**src/rtl/stp_pkg.sv**
```systemverilog
package stp_pkg;
    localparam int unsigned ADDR_W = 5;
    localparam logic [ADDR_W-1:0] ADDR_CTRL_A = 5'h00;
    localparam logic [ADDR_W-1:0] ADDR_CTRL_B = 5'h04;
    localparam logic [ADDR_W-1:0] ADDR_PATTERN = 5'h08;
    localparam logic [ADDR_W-1:0] ADDR_SPARE0 = 5'h0C;
    localparam logic [ADDR_W-1:0] ADDR_SPARE1 = 5'h10;

    typedef enum logic [2:0] {
        ST_IDLE,
        ST_SETUP,
        ST_CAPTURE,
        ST_STORE_A,
        ST_STORE_B
    } seq_state_t;
endpackage

```
**src/rtl/stp_regs.sv**
```systemverilog
module stp_regs
    import stp_pkg::*;
(
    input  logic              clk,
    input  logic              rst_n,
    input  logic [ADDR_W-1:0] bus_addr,
    input  logic              bus_wr,
    input  logic [31:0]       bus_wdata,
    output logic [31:0]       bus_rdata,
    output logic [31:0]       ctrl_a,
    output logic [31:0]       ctrl_b,
    output logic [31:0]       pattern,
    output logic              sw_trig
);
    logic [31:0] spare0, spare1;

    always_ff @(posedge clk or negedge rst_n) begin
        if (!rst_n) begin
            ctrl_a  <= '0;
            ctrl_b  <= '0;
            pattern <= '0;
            spare0  <= '0;
            spare1  <= '0;
        end else if (bus_wr) begin
            unique case (bus_addr)
                ADDR_CTRL_A:  ctrl_a  <= bus_wdata;
                ADDR_CTRL_B:  ctrl_b  <= bus_wdata;
                ADDR_PATTERN: pattern <= bus_wdata;
                ADDR_SPARE0:  spare0  <= bus_wdata;
                ADDR_SPARE1:  spare1  <= bus_wdata;
                default: ;
            endcase
        end
    end

    always_comb begin
        unique case (bus_addr)
            ADDR_CTRL_A:  bus_rdata = ctrl_a;
            ADDR_CTRL_B:  bus_rdata = ctrl_b;
            ADDR_PATTERN: bus_rdata = pattern;
            ADDR_SPARE0:  bus_rdata = spare0;
            ADDR_SPARE1:  bus_rdata = spare1;
            default:      bus_rdata = '0;
        endcase
    end

    assign sw_trig = bus_wr && (bus_addr == ADDR_CTRL_A) && bus_wdata[31];
endmodule

```
**src/rtl/stp_rate_timer.sv**
```systemverilog
module stp_rate_timer #(
    parameter int unsigned DIV_R0 = 50_000_000,
    parameter int unsigned DIV_R1 = 25_000_000,
    parameter int unsigned DIV_R2 = 12_500_000,
    parameter int unsigned DIV_R3 = 10_000_000
) (
    input  logic       clk,
    input  logic       rst_n,
    input  logic       enable,
    input  logic [1:0] rate,
    output logic       tick
);
    localparam int unsigned CNT_W = 32;
    logic [CNT_W-1:0] count, limit;

    always_comb begin
        unique case (rate)
            2'd0: limit = CNT_W'(DIV_R0);
            2'd1: limit = CNT_W'(DIV_R1);
            2'd2: limit = CNT_W'(DIV_R2);
            default: limit = CNT_W'(DIV_R3);
        endcase
    end

    assign tick = enable && (count == limit - 1'b1);

    always_ff @(posedge clk or negedge rst_n) begin
        if (!rst_n)       count <= '0;
        else if (!enable) count <= '0;
        else if (tick)    count <= '0;
        else              count <= count + 1'b1;
    end
endmodule

```
**src/rtl/stp_shifter.sv**
```systemverilog
module stp_shifter
    import stp_pkg::*;
#(
    parameter int unsigned GROUP_W = 8,
    parameter int unsigned NGROUPS = 3
) (
    input  logic                       clk,
    input  logic                       rst_n,
    input  logic                       start_req,
    input  logic [NGROUPS-1:0]         groups,
    input  logic [GROUP_W*NGROUPS-1:0] frame,
    input  logic                       fall_cfg,
    output logic                       busy,
    output logic                       ser_data,
    output logic                       ser_clk,
    output logic                       ser_store
);
    localparam int unsigned MAX_BITS = GROUP_W * NGROUPS;
    localparam int unsigned CW = $clog2(MAX_BITS + 1);

    seq_state_t state, nxt;
    logic [MAX_BITS-1:0] shreg;
    logic [CW-1:0] remain, nbits, gap;
    logic pend, fall_q, go;

    always_comb begin
        nbits = '0;
        for (int g = 0; g < NGROUPS; g++)
            if (groups[g]) nbits = CW'(GROUP_W * (g + 1));
        gap = CW'(MAX_BITS) - nbits;
    end

    assign go = start_req || pend;

    always_comb begin
        nxt = state;
        unique case (state)
            ST_IDLE:    if (go && nbits != '0) nxt = ST_SETUP;
            ST_SETUP:   nxt = ST_CAPTURE;
            ST_CAPTURE: nxt = (remain == CW'(1)) ? ST_STORE_A : ST_SETUP;
            ST_STORE_A: nxt = ST_STORE_B;
            ST_STORE_B: nxt = ST_IDLE;
            default:    nxt = ST_IDLE;
        endcase
    end

    always_ff @(posedge clk or negedge rst_n) begin
        if (!rst_n) state <= ST_IDLE;
        else        state <= nxt;
    end

    always_ff @(posedge clk or negedge rst_n) begin
        if (!rst_n) begin
            shreg  <= '0;
            remain <= '0;
            fall_q <= 1'b0;
            pend   <= 1'b0;
        end else begin
            if (state == ST_IDLE) begin
                pend <= 1'b0;
                if (go && nbits != '0) begin
                    shreg  <= frame << gap;
                    remain <= nbits;
                    fall_q <= fall_cfg;
                end
            end else begin
                if (start_req) pend <= 1'b1;
                if (state == ST_CAPTURE) begin
                    shreg  <= shreg << 1;
                    remain <= remain - 1'b1;
                end
            end
        end
    end

    always_comb begin
        busy      = (state != ST_IDLE);
        ser_data  = 1'b0;
        ser_clk   = fall_cfg;
        ser_store = 1'b0;
        unique case (state)
            ST_IDLE:    ser_clk = fall_cfg;
            ST_SETUP:   begin ser_data = shreg[MAX_BITS-1]; ser_clk = fall_q; end
            ST_CAPTURE: begin ser_data = shreg[MAX_BITS-1]; ser_clk = !fall_q; end
            ST_STORE_A, ST_STORE_B: begin ser_clk = fall_q; ser_store = 1'b1; end
            default: ;
        endcase
    end
endmodule

```
**src/rtl/led_shift_ctrl.sv**
```systemverilog
module led_shift_ctrl
    import stp_pkg::*;
#(
    parameter int unsigned DIV_R0 = 50_000_000,
    parameter int unsigned DIV_R1 = 25_000_000,
    parameter int unsigned DIV_R2 = 12_500_000,
    parameter int unsigned DIV_R3 = 10_000_000
) (
    input  logic        clk,
    input  logic        rst_n,
    input  logic [4:0]  bus_addr,
    input  logic        bus_wr,
    input  logic [31:0] bus_wdata,
    output logic [31:0] bus_rdata,
    input  logic [1:0]  modem_led,
    input  logic [2:0]  phy_a_led,
    input  logic [2:0]  phy_b_led,
    output logic        ser_data,
    output logic        ser_clk,
    output logic        ser_store
);
    localparam int unsigned GROUP_W = 8;
    localparam int unsigned NGROUPS = 3;
    localparam int unsigned MAX_BITS = GROUP_W * NGROUPS;

    logic [31:0] ctrl_a_q, ctrl_b_q, pattern_q;
    logic sw_trig, tick, seq_busy, auto_en;
    logic [MAX_BITS-1:0] frame;
    logic [7:0] ovr_en, ovr_val;

    stp_regs u_regs (
        .clk(clk), .rst_n(rst_n), .bus_addr(bus_addr), .bus_wr(bus_wr),
        .bus_wdata(bus_wdata), .bus_rdata(bus_rdata), .ctrl_a(ctrl_a_q),
        .ctrl_b(ctrl_b_q), .pattern(pattern_q), .sw_trig(sw_trig)
    );

    assign auto_en = (ctrl_b_q[31:30] == 2'b10);

    stp_rate_timer #(.DIV_R0(DIV_R0), .DIV_R1(DIV_R1), .DIV_R2(DIV_R2), .DIV_R3(DIV_R3)) u_timer (
        .clk(clk), .rst_n(rst_n), .enable(auto_en), .rate(ctrl_b_q[24:23]), .tick(tick)
    );

    assign ovr_en  = {ctrl_b_q[17:15], ctrl_a_q[29:27], ctrl_a_q[25:24]};
    assign ovr_val = {phy_b_led, phy_a_led, modem_led};

    generate
        for (genvar b = 0; b < MAX_BITS; b++) begin : g_frame
            if (b < 8) begin : g_ovr
                assign frame[b] = ovr_en[b] ? ovr_val[b] : pattern_q[b];
            end else begin : g_plain
                assign frame[b] = pattern_q[b];
            end
        end
    endgenerate

    stp_shifter #(.GROUP_W(GROUP_W), .NGROUPS(NGROUPS)) u_seq (
        .clk(clk), .rst_n(rst_n), .start_req(sw_trig || tick),
        .groups(ctrl_b_q[NGROUPS-1:0]), .frame(frame), .fall_cfg(ctrl_a_q[26]),
        .busy(seq_busy), .ser_data(ser_data), .ser_clk(ser_clk), .ser_store(ser_store)
    );
endmodule

```
**config.mk**
```make
export PLATFORM = sky130hd
export DESIGN_NAME = led_shift_ctrl
export DESIGN_NICKNAME = d
export VERILOG_FILES = /design/src/rtl/stp_pkg.sv /design/src/rtl/stp_regs.sv /design/src/rtl/stp_rate_timer.sv /design/src/rtl/stp_shifter.sv /design/src/rtl/led_shift_ctrl.sv
export SDC_FILE = /design/constraint.sdc
export NUM_CORES = 1
export LEC_CHECK = 0
export ABC_AREA = 1
export CORE_ASPECT_RATIO = 0.9
export CORE_MARGIN = 2
export CORE_UTILIZATION = 55
export DETAILED_ROUTE_END_ITERATION = 12
export PLACE_DENSITY_LB_ADDON = 0.15
export SLEW_MARGIN = 15
export SYNTH_ARGS = -nofsm -noshare
export SYNTH_HDL_FRONTEND = slang
export SYNTH_SLANG_ARGS = --single-unit
```
**constraint.sdc**
```tcl
create_clock -name clk -period 4.6 [get_ports clk]
set_input_delay 0.92 -clock clk [delete_from_list [all_inputs] [get_ports clk]]
set_output_delay 0.92 -clock clk [all_outputs]
set_load 0.05 [all_outputs]
```
# After elaboration in Yosys (flattened, before gate mapping)
# Cells that the tools add are included.
# totals
input_bits	48
ff_bits	226
# op_classes
n_addsub	4
n_reduce_logical	23
eq_ne	14
shift	1
mux	29
# op_table
cell	count
$pmux W32 S5	1
$pmux W26 S3	1
$mux W24	3
$mux W32	2
$add A32 B1 Y32 const B	1
$eq A32 B32 Y1	1
$sub A26 B1 Y27 const B	1
$mux W5	5
$shl A24 B5 Y24	1
$reduce_and A2 Y1	7
$mux W1	12
$pmux W3 S4	1
$eq A5 B4 Y1 const B	2
$eq A3 B2 Y1 const B	2
$eq A5 B1 Y1 const B	1
$eq A5 B3 Y1 const B	1
$eq A5 B5 Y1 const B	1
$logic_not A5 Y1	1
$reduce_bool A5 Y1	1
$sub A5 B1 Y5 const B	1
$sub A5 B5 Y5 const A	1
$eq A2 B2 Y1 const B	2
$logic_and A1 B1 Y1	4
$mux W4	1
other kinds (14)	17

# Depth between registers and ports, before layout
# Gate-level depths: netlist (run 1).
# depth
word_depth	10
mapped_depth	16
ltp_nobuf	15

# By module
# A second synthesis (run 1) with hierarchy kept.
# unflattened
hier_cells	1747
hier_area_um2	12587.1
# modules_own_cells
module	n_inst	area_per_inst_um2	cells_per_inst
stp_regs	1	7868.8	1015
stp_rate_timer	1	2349.8	365
stp_shifter	1	2234.6	332
led_shift_ctrl	1	133.9	35

# Worst setup path after synthesis (run 1)
# Ideal clock, no wire load.
# synth_path
path_type	in2out
start	input bus_addr[1]
end	output bus_rdata[1]
cell_stages	4
arrival_time_ns	2.547
setup_slack_ns	1.133
cell_sequence	nor2_2 nand3_2 buf_1 o21ai_0
# synth_via
elab_chain_cells	2
# synth_lines
element	line_no	source
start: declaration	led_shift_ctrl.sv:11	input logic [4:0] bus_addr,
$eq A5 B5 Y1 (tied with other cells)	stp_regs.sv:37	unique case (bus_addr)
$pmux W32 S5 *	stp_regs.sv:37	
end: declaration	led_shift_ctrl.sv:14	output logic [31:0] bus_rdata,
# Mark *: on every way between the ends. The rest lies on a longest branch, timed or not.

# Worst setup path in the final report (run 1)
# layout_path
start	input bus_addr[1]
end	output bus_rdata[15]
# Same word-level chain as after synthesis.

==> metrics.md, run 1 <==
| Metric | Value |
|---|---|
| Final setup viols | 0 |
| Post-CTS sizing | 0 |
| Peak supply drop | 0.296 mV |
| Pins Over Slew Limit | 0 |
| CTS tree | built |
| R2R Path End | u_seq.shreg[21]$_DFFE_PN0P_ |
| Synth Area in Simple Gates | 23.3% |
| Fin Setup TNS | 0 ns |
| Core area | 19300 sq um |
| Layout area overhead | 19.9% |
| Area fraction of the dominant cell type after synthesis | 52.0% |
| Final ANT Viol Nets | 0 |
| Chip height | 137 microns |
| Max Clk Rate | 256 MHz |
| Most instantiated library cell after synthesis | nand2_1 |
| # hold bufs at CTS | 0 |
| Max-Cap Viols | 0 |
| FFs w/ async S/R, synth | 100% |
| Worst-path fanout max | 28 |
| Final worst-path cycle share | 84.9% |
| Dominant cell type by area after synthesis | dfrtp_1 |
| Leakage | 6.08 nW |
| Mux share of post-synthesis cell area | 0% |
| Total grt overflow | 0 |
| Ant. Diodes | 0 |
| Setup Buffers After CTS | 0 |
| Post-synth top cells | nand2_1, dfrtp_1, o21ai_0, inv_1, nor2_1 |
| Final wirelength | 27900 microns |
| Synth warn | 0 |
| GRT Total Usage | 27.2% |
| Via-per-instance ratio | 5.57 |
| Initial antenna violation count | 0 |
| Crit. End Element | primary output |
| Worst-case reg-to-reg path depth | 15 |
| H-tree level count | 1 |
| R2r setup slk | 1.97 ns |
| Avg Cell Area, Syn | 8.04 sq um |
| Root Driver | clkbuf_16 |
| Synth Instances | 1353 |
| Count of state elements after synthesis | 226 |
| Reg2Reg Launch Point | u_regs.ctrl_b[23]$_DFFE_PN0P_ |
| Post-synthesis compound-gate area fraction | 15.2% |
| Worst slew margin | 23.9% |
| WP data arrival | 2.99 ns |
| Critical path depth | 7 |
| XOR/XNOR Fraction of Synth Area | 1.85% |
| Port bufs | 82 |
| CP cell instances | clkdlybuf4s50_1 > nor2_2 > nand4_1 > inv_2 > a221oi_1 > nand3_1 > buf_12 |
| CTS max path bufs | 3 |
| CP max-delay cell | inv_2 |
| Clock buffer count from CTS | 24 |
| Drt drc | 0 |
| Fin crit period | 3.91 ns |
| CP Class | primary input to primary output |
| Rows | 48 |
| Initial core utilization | 56.4% |
| CP startpoint | bus_addr[1] |
| Critical Path RT | 3.68 ns |
| Placed cell count | 1642 |
| HP Class | flop to flop |
| IO Count | 83 |
| Buffers & Inverters on Critical Path | 3 |
| Number of synthesized flops with an enable pin | 0 |
| First-pass GRT wire length | 46100 microns |
| Iteration count of the initial detailed-routing pass | 6 |
| Full die area | 20900 sq um |
| Final hold vios | 0 |
| Synth cell types | 35 |
| # clock sinks | 226 |
| HPWL after detailed placement | 19000 microns |
| Cell area after synthesis | 10900 sq um |
| CP max stage delay | 0.59 ns |
| Most used DFF post-synth | dfrtp_1 |
| Share of cells above drive strength 1 | 7.75% |
| Top post-synthesis cells by area | dfrtp_1, nand2_1, o21ai_0, inv_1, nor2_1 |
| Crit path max-delay family | buffers and inverters |
| Post-Syn Nets | 1410 |
| Worst clock skew | 0.0141 ns |
| Nets@finish | 1475 |
| Cell Pwr Density | 448 nW/um^2 |
| Worst slew pin tran | 1.14 ns |
| Via count | 9369 |
| Post-synthesis sequential area ratio | 52.0% |
| Combinational family with the most area after synthesis | simple AND/OR/NAND/NOR gates |
| Nature of the critical path startpoint | primary input |
| Worst-path clk slew | 0.06 ns |
| Routed len/inst | 16.6 microns |
| Initial DRC count | 902 |
| Die Wd | 152 microns |
| Vias in the first global route | 8792 |
| Post-Synth Adder-Cell Area | 1.04% |
| RSZ-0062 raised after global routing | false |
| Worst setup path end | bus_rdata[15] |
| Largest net degree at the start of global routing | 125 |
| Final cell count without fillers | 1683 |
| Final Wtd Congestion | 0.874 |
| Status | completed |
| Pwr Total | 0.00584 W |
| Clk_lat worst skew | 0.52 ns |
[worst min path at each step]
stage,start,end,slack [ns],cells past startpoint
after detailed placement,u_timer.count[0]$_DFF_PN0_,u_timer.count[0]$_DFF_PN0_,0.45,1
after floorplan,u_timer.count[0]$_DFF_PN0_,u_timer.count[0]$_DFF_PN0_,0.43,1
after global placement,u_timer.count[0]$_DFF_PN0_,u_timer.count[0]$_DFF_PN0_,0.45,1
final,u_timer.count[0]$_DFF_PN0_,u_timer.count[0]$_DFF_PN0_,0.46,1
after global routing,u_timer.count[0]$_DFF_PN0_,u_timer.count[0]$_DFF_PN0_,0.48,1
after CTS,u_timer.count[0]$_DFF_PN0_,u_timer.count[0]$_DFF_PN0_,0.46,1
[cell type report]
cell class | instances | area, sq um
Clock buffer | 37 | 761
Clock inverter | 4 | 26.3
Fill cell | 1596 | 6240
Inverter | 121 | 454
Multi-Input combinational cell | 944 | 4520
Sequential cell | 226 | 5660
Tap cell | 250 | 313
Timing Repair Buffer | 101 | 1300
[registers in the layout (all words and copies together), names as in the netlist]
signal and flops:
u_regs.spare1 32, u_regs.pattern 32, u_seq.shreg 24, u_regs.ctrl_b 32, u_regs.ctrl_a 32, u_seq.remain 5
u_regs.spare0 32, u_seq.state 3, u_timer.count 32, u_seq.pend 1, u_seq.fall_q 1
[metrics by stage]
| step | util, % | cell area (sq um) | hold slack [ns] | worst slack, ns |
|---|---|---|---|---|
| 2_1_floorplan | - | 10900 | 0.433 | 1.13 |
| 3_3_place_gp | 63.5 | 12200 | 0.454 | 0.762 |
| 3_5_place_dp | 63.5 | 12200 | 0.454 | 0.732 |
| 4_1_cts | 67.6 | 13000 | 0.461 | 0.696 |
| 5_1_grt | 67.6 | 13000 | 0.483 | 0.534 |
| 6_report | 67.6 | 13000 | 0.458 | 0.695 |
[report_power, final]
group	switching, W	internal (W)
Combinational	0.000843	0.000474
Clock	0.000784	0.00113
Sequential	0.000253	0.00235
Total	0.00188	0.00396
[placed cells by master (no fill, tap or decap), drive strengths merged, types with 2 or more instances in the layout]
master and n:
nor2 104, clkbuf 37, a22o 16, nand2 418, nor3 22, nand3 61
o21ai 217, a31oi 2, xor2 22, clkinv 7, a21oi 22, inv 117
clkdlybuf4s50 49, nand4 9, a221oi 32, dfrtp 226, ha 9, buf 52
nor4 4
[per-layer routing]
metal,track usage [%],routed length (microns)
met5,0,0
met1,41.0,13000
met3,3.87,1890
met4,7.27,647
met2,41.7,12400
[logic make-up after synthesis]
logic type / count (synthesis)
AND/OR/NAND/NOR: 620
AO/OA/AOI/OAI: 292
flip-flops: 226
buffers and inverters: 183
XOR/XNOR: 23
adder cells (fa/ha/maj): 9
Note: power is estimated with default switching activity, not from simulation.
==> run 2, diff against run 1 <==
==> constraint.sdc (replaced) <==
create_clock -name clk -period 3.6 [get_ports clk]
set_input_delay 0.72 -clock clk [delete_from_list [all_inputs] [get_ports clk]]
set_output_delay 0.72 -clock clk [all_outputs]
set_load 0.05 [all_outputs]
==> run 2 against run 1 <==
Worst hold slack got worse by 0.30 ns. Critical path depth increased by 3. Clock skew increased by 0.0032 ns. Sequential power increased by 28%.
==> metrics.md, run 2 (synthesis results as in run 1) <==
| Metric | Value |
|---|---|
| First-pass GRT wire length | 47600 microns (+3.3%) |
| Die Wd | 152 microns (unchanged) |
| CP cell instances | clkdlybuf4s50_1 > nor2_1 > nand2_1 > nor2_2 > buf_12 > nand2_1 > o21ai_0 > a221oi_1 > o21ai_0 > buf_12 |
| Clk_lat worst skew | 0.53 ns (about the same) |
| Initial DRC count | 841 (-6.8%) |
| IO Count | 83 (unchanged) |
| H-tree level count | 1 (unchanged) |
| Port bufs | 82 (unchanged) |
| Met1 Use GR | 42.5% (+1.5 points) |
| RSZ-0062 raised after global routing | false |
| Share of cells above drive strength 1 | 7.93% (+0.19 points) |
| Vias in the first global route | 8951 (+1.8%) |
| Max Clk Rate | 306 MHz |
| Final hold vios | 0 (unchanged) |
| Routed len/inst | 16.9 microns (+2.3%) |
| Chip height | 137 microns (unchanged) |
| Initial antenna violation count | 0 (unchanged) |
| CP max-delay cell | clkdlybuf4s50_1 |
| Filler cells | 1575 (-1.3%) |
| Reg2Reg Launch Point | u_regs.ctrl_b[23]$_DFFE_PN0P_ |
| HPWL after detailed placement | 19200 microns (+0.93%) |
| CP max stage delay | 0.52 ns (-0.07 ns) |
| Core area | 19300 sq um (unchanged) |
| Via count | 9462 (+0.99%) |
| GRT met3 Usage | 4.06% (+0.19 points) |
| Critical Path RT | 2.88 ns (-0.80 ns) |
| R2R Path End | u_seq.shreg[19]$_DFFE_PN0P_ |
| Drt drc | 0 (unchanged) |
| Final Wtd Congestion | 0.884 (+1.2%) |
| Final worst-path cycle share | 90.7% |
| Most frequent cells in the layout | nand2_1, dfrtp_1, o21ai_0, inv_1, nor2_1 |
| Final ANT Viol Nets | 0 (unchanged) |
| R2r setup slk | 1.02 ns (-0.95 ns) |
| Largest net degree at the start of global routing | 81 (-35%) |
| Setup Buffers After CTS | 0 (unchanged) |
| CTS tree | built |
| HP Class | primary input to asynchronous set/reset pin |
| CP Class | primary input to primary output |
| Crit. End Element | primary output |
| Worst-path clk slew | 0.06 ns (about the same) |
| Total grt overflow | 0 (unchanged) |
| Status | completed |
| M2 GR Usage | 43.6% (+1.9 points) |
| Hold WS | 0.160 ns (-0.298 ns) |
| Iteration count of the initial detailed-routing pass | 7 (+1) |
| Rows | 48 (unchanged) |
| Clock buffer count from CTS | 24 (unchanged) |
| Nets@finish | 1478 (+0.20%) |
| Placed cell count | 1645 (+0.18%) |
| # clock sinks | 226 (unchanged) |
| Final setup viols | 0 (unchanged) |
| Initial core utilization | 56.4% (unchanged) |
| Root Driver | clkbuf_16 |
| WP data arrival | 2.55 ns (-0.44 ns) |
| GRT Total Usage | 28.0% (+0.80 points) |
| Worst-case reg-to-reg path depth | 15 (unchanged) |
| Worst-path fanout max | 34 (+21%) |
| Nature of the critical path startpoint | primary input |
| # hold bufs at CTS | 0 (unchanged) |
| Full die area | 20900 sq um (unchanged) |
| Peak supply drop | 0.363 mV (+23%) |
| Fin crit period | 3.27 ns |
| Max-Cap Viols | 0 (unchanged) |
| Leakage | 6.10 nW (+0.42%) |
| Worst clock skew | 0.0173 ns (+0.00322 ns) |
| CTS max path bufs | 3 (unchanged) |
| Pins Over Slew Limit | 0 (unchanged) |
| Worst slew margin | 50.4% (+26 points) |
| Worst slew pin tran | 0.741 ns (-0.396 ns) |
| Final cell count without fillers | 1687 (+0.24%) |
| Fin Setup TNS | 0 ns (unchanged) |
| Post-CTS sizing | 0 (unchanged) |
| Ant. Diodes | 0 (unchanged) |
| Leading cell type in the layout, fill and taps excluded | nand2_1 |
| Layout area overhead | 20.7% |
| Via-per-instance ratio | 5.61 (+0.75%) |
| Cell Pwr Density | 566 nW/um^2 (+26%) |
| Final wirelength | 28600 microns (+2.5%) |
| CP startpoint | bus_addr[2] |
| Busiest grt layer | met2 |
-- run 2: through the flow --
stage	setup slack (ns)	utilization, %	power [W]	instance area, sq um
floorplan	0.533	-	0.00445	10900
CTS	0.376	68.1	0.00745	13100
global route	0.203	68.1	0.00784	13100
detailed placement	0.378	64.1	0.00506	12400
global placement	0.398	64.1	0.00501	12400
finish	0.334	68.1	0.00743	13100
-- run 2: power by group --
group | internal [W] | leakage (nW) | switching, W | total (W)
clock | 0.00137 | 0.376 | 0.00100 | 0.00237
sequential | 0.00301 | 2.98 | 0.000332 | 0.00334
combinational | 0.000632 | 2.75 | 0.00108 | 0.00171
total | 0.00501 | 6.10 | 0.00241 | 0.00743
-- run 2: cell type report --
cell class | count | area (sq um) | share of cell area [%]
sequential | 226 | 5660 | 43.1
clock buffer | 37 | 719 | 5.48
multi-input combinational | 944 | 4520 | 34.4
clock inverter | 5 | 40.0 | 0.305
inverter | 121 | 454 | 3.46
timing repair buffer | 104 | 1420 | 10.8
tap | 250 | 313 | 2.38
-- run 2: layer usage --
layer | wire, microns | part of all wire (%) | up-vias
met3 | 1970 | 6.9 | 39
met1 | 13200 | 46 | 4517
met2 | 12900 | 45 | 348
met5 | 0 | 0 | -
met4 | 475 | 1.7 | 0
li1 | - | - | 4558
-- run 2: worst max-delay path by stage --
stage	to	slack, ns	depth (start not counted)
after floorplan	bus_rdata[1]	0.53	4
after global placement	bus_rdata[0]	0.40	8
after detailed placement	bus_rdata[1]	0.38	10
after CTS	bus_rdata[1]	0.38	10
after global routing	bus_rdata[1]	0.20	10
final	bus_rdata[1]	0.33	10
-- run 2: worst max-delay path: cells and delay by family --
family	cells	cell delay [ns]
buf+inv	3	0.95
simple gates	4	0.29
compound gates	3	0.58
==> run 3, diff against run 2 <==
--- a/config.mk
+++ b/config.mk
@@ -8,7 +8,7 @@
 export ABC_AREA = 1
 export CORE_ASPECT_RATIO = 0.9
 export CORE_MARGIN = 2
-export CORE_UTILIZATION = 55
+export CORE_UTILIZATION = 63
 export DETAILED_ROUTE_END_ITERATION = 12
 export PLACE_DENSITY_LB_ADDON = 0.15
 export SLEW_MARGIN = 15
==> constraint.sdc (replaced) <==
create_clock -name clk -period 4.1 [get_ports clk]
set_input_delay 0.82 -clock clk [delete_from_list [all_inputs] [get_ports clk]]
set_output_delay 0.82 -clock clk [all_outputs]
set_load 0.05 [all_outputs]
==> run 3 against run 2 <==
Flip-flop and latch count unchanged. Cell count down 2.7%. Worst hold slack better by 0.17 ns. Largest cell class unchanged. Largest power group unchanged.
==> metrics.md, run 3 (synthesis results as in run 1) <==
| Metric | Value |
|---|---|
| Critical Path RT | 3.28 ns (+0.40 ns) |
| Largest net degree at the start of global routing | 105 (+30%) |
| Via count | 9580 (+1.2%) |
| Fin Setup TNS | 0 ns (unchanged) |
| Crit. End Element | primary output |
| Via-per-instance ratio | 5.84 (+4.1%) |
| Routed len/inst | 17.3 microns (+2.3%) |
| Clk_lat worst skew | 0.51 ns (-0.02 ns) |
| First-pass GRT wire length | 47300 microns (-0.69%) |
| Setup Buffers After CTS | 0 (unchanged) |
| R2r setup slk | 1.52 ns (+0.50 ns) |
| CP Class | flop to primary output |
| Most frequent cells in the layout | nand2_1, dfrtp_1, o21ai_0, inv_1, nor2_1 |
| Layout area overhead | 19.5% |
| IO Count | 83 (unchanged) |
| Nature of the critical path startpoint | flop |
| Worst slew margin | 24.2% (-26 points) |
| Max Clk Rate | 267 MHz |
| Final wirelength | 28500 microns (-0.47%) |
| Final worst-path cycle share | 91.4% |
| Final setup viols | 0 (unchanged) |
| Port bufs | 82 (unchanged) |
| Clk network pwr share | 32.5% (+0.5 points) |
| Total grt overflow | 0 (unchanged) |
| Logic pwr share | 22.9% (-0.2 points) |
| Rows | 45 (-6.3%) |
| # clock sinks | 226 (unchanged) |
| Seq pwr share | 44.6% (-0.4 points) |
| Final ANT Viol Nets | 0 (unchanged) |
| Initial antenna violation count | 0 (unchanged) |
| Clock buffer count from CTS | 23 (-4.2%) |
| Core area | 16900 sq um (-12%) |
| Nets@finish | 1474 (-0.27%) |
| Vias in the first global route | 9364 (+4.6%) |
| Worst-path clk slew | 0.06 ns (about the same) |
| Pins Over Slew Limit | 0 (unchanged) |
| Drt drc | 0 (unchanged) |
| Die Wd | 142 microns (-6.4%) |
| WP data arrival | 2.93 ns (+0.38 ns) |
| Placed cell count | 1603 (-2.6%) |
| Worst clock skew | 0.0209 ns (+0.00356 ns) |
| CTS tree | built |
| Cell Pwr Density | 505 nW/um^2 (-11%) |
| Leakage | 6.07 nW (-0.53%) |
| # hold bufs at CTS | 0 (unchanged) |
| Full die area | 18300 sq um (-12%) |
| Share of cells above drive strength 1 | 7.55% (-0.38 points) |
| Chip height | 129 microns (-6.4%) |
| Initial core utilization | 64.4% (+8.0 points) |
| Ant. Diodes | 0 (unchanged) |
| H-tree level count | 1 (unchanged) |
| Cell-internal power | 0.00444 W (-11%) |
| Root Driver | clkbuf_16 |
| Leading cell type in the layout, fill and taps excluded | nand2_1 |
| HP Class | primary input to asynchronous set/reset pin |
| CTS max path bufs | 3 (unchanged) |
| Post-CTS sizing | 0 (unchanged) |
| GRT Total Usage | 32.5% (+4.4 points) |
| Max-Cap Viols | 0 (unchanged) |
| Worst slew pin tran | 1.13 ns (+0.392 ns) |
| NetSw | 0.00212 W (-12%) |
| Fin crit period | 3.75 ns |
| Final Wtd Congestion | 0.930 (+5.2%) |
| RSZ-0062 raised after global routing | false |
| Initial DRC count | 999 (+19%) |
| Final hold vios | 0 (unchanged) |
| Iteration count of the initial detailed-routing pass | 5 (-2) |
| Worst-path fanout max | 14 (-59%) |
| Status | completed |
| HPWL after detailed placement | 18700 microns (-2.7%) |
| Switching part of the total | 32.3% (-0.20 points) |
| Final cell count without fillers | 1641 (-2.7%) |
| Peak supply drop | 0.339 mV (-6.6%) |
[run 3: critical path: stages, from the launching register on]
cell and delay [ns]:
dfrtp_1 0.40, nor2_1 0.15, inv_1 0.10, nor2_1 0.16, clkinv_1 0.43, o221ai_1 0.34, clkdlybuf4s50_1 0.84
[run 3: layout make-up]
| class | count | area (sq um) |
|---|---|---|
| clock inverters | 9 | 124 |
| repair buffers | 101 | 1350 |
| well taps | 211 | 264 |
| fillers | 1167 | 3890 |
| flip-flops and latches | 226 | 5660 |
| inverters | 121 | 454 |
| multi-input cells | 944 | 4520 |
| clock buffers | 29 | 628 |
[run 3: worst paths after layout]
| check | startpoint | cells after the start | endpoint |
|---|---|---|---|
| max | u_seq.state[2]$_DFFE_PN0P_ | 6 | ser_clk |
| min | rst_n | 1 | u_timer.count[19]$_DFF_PN0_ |
| max reg2reg | u_regs.ctrl_b[23]$_DFFE_PN0P_ | 15 | u_seq.shreg[10]$_DFFE_PN0P_ |
| min reg2reg | u_timer.count[0]$_DFF_PN0_ | 1 | u_timer.count[0]$_DFF_PN0_ |
| max in group asynchronous | rst_n | 2 | u_regs.ctrl_b[21]$_DFFE_PN0P_ |
| min in group clk | u_timer.count[0]$_DFF_PN0_ | 1 | u_timer.count[0]$_DFF_PN0_ |
[run 3: power by group through the flow]
| stage | Combinational (W) | Sequential (W) | Clock [W] |
|---|---|---|---|
| 6_report | 0.00150 | 0.00293 | 0.00213 |
| 3_3_place_gp | 0.00142 | 0.00293 | 0 |
| 4_1_cts | 0.00149 | 0.00292 | 0.00215 |
| 3_5_place_dp | 0.00146 | 0.00294 | 0 |
| 2_1_floorplan | 0.00105 | 0.00286 | 0 |
| 5_1_grt | 0.00169 | 0.00297 | 0.00225 |
[run 3: through the flow]
step	setup slack (ns)	utilization [%]	area, sq um	hold WS [ns]	total power (W)
2_1_floorplan	0.833	-	10900	0.433	0.00390
6_report	0.351	76.9	13000	0.332	0.00656
3_5_place_dp	0.551	72.5	12200	0.462	0.00441
3_3_place_gp	0.607	72.5	12200	0.447	0.00435
4_1_cts	0.365	76.9	13000	0.383	0.00655
5_1_grt	0.172	76.9	13000	0.397	0.00690
[run 3: per-layer routing]
metal,vias up,wire [microns],track usage [%]
li1,4560,-,-
met1,4521,11900,45.5
met2,442,13200,50.9
met3,57,2570,7.26
met4,0,773,11.2
met5,-,0,0
